**config.mk**
```make
export PLATFORM = sky130hd
export DESIGN_NAME = sha1_quad_round
export DESIGN_NICKNAME = d
export VERILOG_FILES = /design/src/rtl/sha1_quad_pkg.sv /design/src/rtl/sha1_round.sv /design/src/rtl/sha1_quad.sv /design/src/rtl/sha1_efold.sv /design/src/rtl/sha1_quad_round.sv
export SDC_FILE = /design/constraint.sdc
export NUM_CORES = 2
export LEC_CHECK = 0
export BUFFER_PORTS_ARGS = -buffer_cell sky130_fd_sc_hd__buf_4
export CORE_MARGIN = 2
export CORE_UTILIZATION = 45
export DETAILED_ROUTE_END_ITERATION = 8
export PLACE_DENSITY = 0.66
export REMOVE_ABC_BUFFERS = 1
export SLEW_MARGIN = 20
export SYNTH_ARGS = -nofsm -noshare
export SYNTH_HDL_FRONTEND = slang
export SYNTH_HIERARCHICAL = 1
export SYNTH_SLANG_ARGS = --single-unit
```
**constraint.sdc**
```tcl
create_clock -name clk_i -period 0.8 [get_ports clk_i]
set_input_delay 0.16 -clock clk_i [delete_from_list [all_inputs] [get_ports clk_i]]
set_output_delay 0.16 -clock clk_i [all_outputs]
set_load 0.01 [all_outputs]
```
**src/rtl/sha1_quad_pkg.sv**
```systemverilog
package sha1_quad_pkg;
  localparam int unsigned LANE_W    = 32;
  localparam int unsigned NUM_LANES = 4;
  localparam int unsigned NUM_RNDS  = 4;
  localparam int unsigned VEC_W     = LANE_W * NUM_LANES;

  typedef logic [LANE_W-1:0] lane_t;

  typedef enum logic [1:0] {
    FN_CH   = 2'd0,
    FN_PAR1 = 2'd1,
    FN_MAJ  = 2'd2,
    FN_PAR3 = 2'd3
  } fn_sel_e;

  typedef enum logic {
    OP_ROUNDS = 1'b0,
    OP_EFOLD  = 1'b1
  } op_e;

  function automatic lane_t rotl5(lane_t x);
    return {x[LANE_W-6:0], x[LANE_W-1:LANE_W-5]};
  endfunction

  function automatic lane_t rotl30(lane_t x);
    return {x[1:0], x[LANE_W-1:2]};
  endfunction

  function automatic lane_t rnd_const(fn_sel_e sel);
    case (sel)
      FN_CH:   return 32'h5A827999;
      FN_PAR1: return 32'h6ED9EBA1;
      FN_MAJ:  return 32'h8F1BBCDC;
      default: return 32'hCA62C1D6;
    endcase
  endfunction

  function automatic lane_t rnd_mix(fn_sel_e sel, lane_t b, lane_t c, lane_t d);
    case (sel)
      FN_CH:   return (b & c) ^ (~b & d);
      FN_MAJ:  return (b & c) ^ (b & d) ^ (c & d);
      default: return b ^ c ^ d;
    endcase
  endfunction
endpackage

```
**src/rtl/sha1_round.sv**
```systemverilog
module sha1_round
  import sha1_quad_pkg::*;
(
  input  fn_sel_e sel_i,
  input  lane_t   a_i,
  input  lane_t   b_i,
  input  lane_t   c_i,
  input  lane_t   d_i,
  input  lane_t   wterm_i,
  output lane_t   a_o,
  output lane_t   b_o,
  output lane_t   c_o,
  output lane_t   d_o
);
  lane_t mix;

  always_comb begin
    mix = rnd_mix(sel_i, b_i, c_i, d_i);
    a_o = rotl5(a_i) + mix + wterm_i + rnd_const(sel_i);
    b_o = a_i;
    c_o = rotl30(b_i);
    d_o = c_i;
  end
endmodule

```
**src/rtl/sha1_quad.sv**
```systemverilog
module sha1_quad
  import sha1_quad_pkg::*;
(
  input  fn_sel_e            sel_i,
  input  logic [VEC_W-1:0]   state_i,
  input  logic [VEC_W-1:0]   msg_i,
  output logic [VEC_W-1:0]   state_o
);
  lane_t a_s [NUM_RNDS+1];
  lane_t b_s [NUM_RNDS+1];
  lane_t c_s [NUM_RNDS+1];
  lane_t d_s [NUM_RNDS+1];

  assign a_s[0] = state_i[3*LANE_W +: LANE_W];
  assign b_s[0] = state_i[2*LANE_W +: LANE_W];
  assign c_s[0] = state_i[1*LANE_W +: LANE_W];
  assign d_s[0] = state_i[0*LANE_W +: LANE_W];

  for (genvar r = 0; r < NUM_RNDS; r++) begin : g_rnd
    lane_t wterm;
    if (r == 0) begin : g_first
      // E already folded into lane 3 upstream
      assign wterm = msg_i[(NUM_LANES-1)*LANE_W +: LANE_W];
    end else begin : g_next
      // previous round's incoming D is this round's E
      assign wterm = msg_i[(NUM_LANES-1-r)*LANE_W +: LANE_W] + d_s[r-1];
    end

    sha1_round u_rnd (
      .sel_i   (sel_i),
      .a_i     (a_s[r]),
      .b_i     (b_s[r]),
      .c_i     (c_s[r]),
      .d_i     (d_s[r]),
      .wterm_i (wterm),
      .a_o     (a_s[r+1]),
      .b_o     (b_s[r+1]),
      .c_o     (c_s[r+1]),
      .d_o     (d_s[r+1])
    );
  end

  assign state_o = {a_s[NUM_RNDS], b_s[NUM_RNDS], c_s[NUM_RNDS], d_s[NUM_RNDS]};
endmodule

```
**src/rtl/sha1_efold.sv**
```systemverilog
module sha1_efold
  import sha1_quad_pkg::*;
(
  input  logic [VEC_W-1:0] prev_i,
  input  logic [VEC_W-1:0] grp_i,
  output logic [VEC_W-1:0] grp_o
);
  localparam int unsigned TOP = (NUM_LANES-1)*LANE_W;

  lane_t prev_a;
  lane_t top_sum;

  always_comb begin
    prev_a  = prev_i[TOP +: LANE_W];
    top_sum = grp_i[TOP +: LANE_W] + rotl30(prev_a);
    grp_o   = {top_sum, grp_i[TOP-1:0]};
  end
endmodule

```
**src/rtl/sha1_quad_round.sv**
```systemverilog
module sha1_quad_round
  import sha1_quad_pkg::*;
(
  input  logic         clk_i,
  input  logic         rst_ni,
  input  logic         valid_i,
  input  logic         op_i,
  input  logic [1:0]   fn_i,
  input  logic [127:0] state_i,
  input  logic [127:0] msg_i,
  output logic         valid_o,
  output logic [127:0] result_o
);
  logic [VEC_W-1:0] rnd_res;
  logic [VEC_W-1:0] fold_res;
  logic [VEC_W-1:0] res_d;
  logic [VEC_W-1:0] res_q;
  logic             vld_q;
  fn_sel_e          sel;

  assign sel = fn_sel_e'(fn_i);

  sha1_quad u_quad (
    .sel_i   (sel),
    .state_i (state_i),
    .msg_i   (msg_i),
    .state_o (rnd_res)
  );

  sha1_efold u_fold (
    .prev_i (state_i),
    .grp_i  (msg_i),
    .grp_o  (fold_res)
  );

  assign res_d = (op_e'(op_i) == OP_EFOLD) ? fold_res : rnd_res;

  always_ff @(posedge clk_i or negedge rst_ni) begin
    if (!rst_ni) begin
      res_q <= '0;
      vld_q <= 1'b0;
    end else begin
      vld_q <= valid_i;
      if (valid_i) res_q <= res_d;
    end
  end

  assign valid_o  = vld_q;
  assign result_o = res_q;

  AST_VALID_LAT: assert property (@(posedge clk_i) disable iff (!rst_ni)
    valid_i |=> valid_o);
  AST_IDLE_LOW: assert property (@(posedge clk_i) disable iff (!rst_ni)
    !valid_i |=> !valid_o);
  AST_HOLD_IDLE: assert property (@(posedge clk_i) disable iff (!rst_ni)
    !valid_i |=> $stable(result_o));
  AST_FOLD_PASS: assert property (@(posedge clk_i) disable iff (!rst_ni)
    (valid_i && op_i) |=> result_o[95:0] == $past(msg_i[95:0]));
  AST_FOLD_TOP: assert property (@(posedge clk_i) disable iff (!rst_ni)
    (valid_i && op_i) |=> result_o[127:96] ==
      $past(msg_i[127:96] + {state_i[97:96], state_i[127:98]}));
endmodule

```
==> flow_summary.toml <==
[synthesis]
syn_inst = 4778
synth_seq_cells = 129
synth_enable_flop_cells = 0
ys_seq_area_share_pct = 8.74
synth.area.top_cells = "fa_1, buf_4, ha_1"
synth_flop_cell = "dfrtp_1"
syn_area_mm2 = 0.0369
yosys_warnings = 6
synth_cell_types = 102
synth_commonest_cells = "inv_1, buf_4, a21oi_1"
synth_top_cell_area_share_pct = 19.7
syn_area_per_cell_um2 = 7.73
yosys.area.top_type = "fa_1"
synth_most_common_cell = "inv_1"
synthArstFlopShare_pct = 100

[finish]
area_delta_synth_final_pct = 41.0
num_antenna_cells = 0
finish.net_count = 7000
final_cells = 7177
drive_gt1_share_pct = 36.7
fin_util_pct = 63.7

[job]
maxCapViolations = 0

[setup_path]
start_kind = "primary input"
cp_data_arrival_time_ns = 13.71
cp_common_cell = "buf_6"
reg2reg_depth = 2
end_kind = "register"
critPathMaxStageDelay_ns = 0.54
critPathSlowestCell = "fa_1"
cp.required_ns = 1.21
r2r-end = "result_o[52]"
worstReg2RegStart = "result_o[52]"
rrSetupSlack_ns = 0.10
cp_max_fo = 11
worstSetupPathType = "in -> reg"

[outcome]
outcome = "finished with violations"
violations = "setup timing"

[hold_path]
hold_path.class = "in -> reg"
min_path_cells = 3
hold_end = "result_o[18]"
min-delay-start = "msg_i[18]"

[cts]
cts_tree = "yes"
cts_buffer_depth = 2
clkLatencyLatePin_ns = 0.52
clk_pin_slew_ns = 0.06
numCtsBuffers = 17
cts_root_buf = "clkbuf_16"
cts_max_level = 4
clock-sinks = 129

[timing]
relSlewSlack_pct = 49.6
min_period_ns = 13.30
layout_setup_ws_ns = -12.50
max_freq_mhz = 75.2
rsz0062_at_grt = "true"
hold-worst-slack_ns = 0.0226
tightestPinTransition_ns = 0.750
setup_viol = 263
maxSlewViolCount = 0
skew_ns = 0
min_period_over_period_pct = 1660
final_hold_viol_count = 0

[detailed_routing]
drt-initial-drc-count = 4120
vias_per_cell = 5.49
drc_errors = 0
num_vias = 39400
drt-pass1-iter-count = 6
final_antenna_net_count = 0
drt-total-wl_um = 177000
wl_per_cell_um = 24.6

[floorplanning]
die_area_mm2 = 0.0844
rows = 105
coreArea_mm2 = 0.0817
start_util_pct = 45.2
dieHeight_um = 291
pin_count = 391
die_w_um = 291

[placement]
io_buffers = 390
routabilityCongestion = 1.07
dpl.cell_count = 6958
dpl.hpwl_um = 151000

[grt]
grt_pass1_vias = 39300
grt_max_degree = 53
gr-total-overflow = 0
grt_pass1_wl_um = 252000
grt_use_total_pct = 40.9
antenna_found_initial = 7
## stage by stage
| step | setup WS (ns) | cell area (um2) | setup TNS [ns] |
|---|---|---|---|
| floorplan | -13.71 | 32500 | -1091.13 |
| global placement | -13.57 | 47100 | -1085.19 |
| detailed placement | -13.78 | 47100 | -1100.89 |
| CTS | -12.43 | 50800 | -1010.18 |
| global route | -12.90 | 52100 | -1052.82 |
| finish | -12.50 | 52100 | -1020.73 |
## metal layers
layer / global-route usage (%) / up-vias / part of all wire, %
met5: 0 / - / 0.035
met4: 24.8 / 8 / 7.0
met3: 9.05 / 395 / 9.8
met2: 62.7 / 2005 / 44
met1: 52.5 / 19100 / 40
li1: - / 17900 / -
## state kept, by name (all words and copies together), names as in the netlist
name	count
result_o	128
valid_o	1
## worst max-delay path: cells and delay by family
| family | cells | cell delay (ns) |
|---|---|---|
| AO/OA/AOI/OAI | 18 | 3.84 |
| adder cells (fa/ha/maj) | 10 | 4.30 |
| AND/OR/NAND/NOR | 2 | 0.67 |
| multiplexers | 1 | 0.12 |
| XOR/XNOR | 1 | 0.15 |
| buffers and inverters | 42 | 4.39 |
## worst max-delay path by stage
| stage | startpoint | end | slack, ns | cells after the start |
|---|---|---|---|---|
| 3_3_place_gp | fn_i[0] | result_o[115] | -13.57 | 59 |
| 3_5_place_dp | fn_i[0] | result_o[127] | -13.78 | 55 |
| 2_1_floorplan | fn_i[0] | result_o[117] | -13.71 | 54 |
| 5_1_grt | state_i[1] | result_o[115] | -12.90 | 55 |
| 6_report | fn_i[0] | result_o[93] | -12.50 | 74 |
| 4_1_cts | fn_i[1] | result_o[127] | -12.43 | 57 |
## layout make-up
| type | count | area (um2) |
|---|---|---|
| sequential | 129 | 3230 |
| timing repair buffer | 1919 | 15600 |
| tap | 1070 | 1340 |
| inverter | 926 | 3510 |
| multi-input combinational | 3101 | 27900 |
| clock buffer | 19 | 453 |
| fill | 7166 | 29600 |
| clock inverter | 13 | 113 |
## layout by cell type (no fill, tap or decap), drive strengths merged, types with 20 or more instances in the layout
cell type / count
a31oi: 40
dfrtp: 129
dlygate4sd3: 78
o31ai: 20
a21oi: 469
ha: 280
o211ai: 26
buf: 1840
nand4: 31
o221ai: 22
nand2: 302
mux2i: 134
and3: 36
o22ai: 115
clkbuf: 20
fa: 364
o21a: 39
inv: 924
a21o: 108
xor2: 73
o21bai: 22
nand2b: 34
o21ai: 264
nor2: 248
nand3: 61
xnor2: 157
a211oi: 26
## cells by family after synthesis
| family | count (synthesis) | synth area share [%] |
|---|---|---|
| fa+ha+maj | 644 | 29.2 |
| compound gates | 1258 | 21.1 |
| flops | 129 | 8.74 |
| mux | 136 | 3.69 |
| simple gates | 833 | 10.4 |
| xor+xnor | 230 | 5.45 |
| buf+inv | 1548 | 21.4 |
## what timing repair did
action / 4_1_cts / 5_1_grt
pin swaps: 208 / 216
setup endpoints to repair: 257 / 263
gates cloned: 1 / 0
hold buffers: 78 / 0
resized for setup: 367 / 225
hold endpoints to repair: 205 / 0
setup buffers: 89 / 40
Power is left out: the tool's default activity adds up to more than one toggle a clock period on the data nets, which glitch-free logic cannot reach.
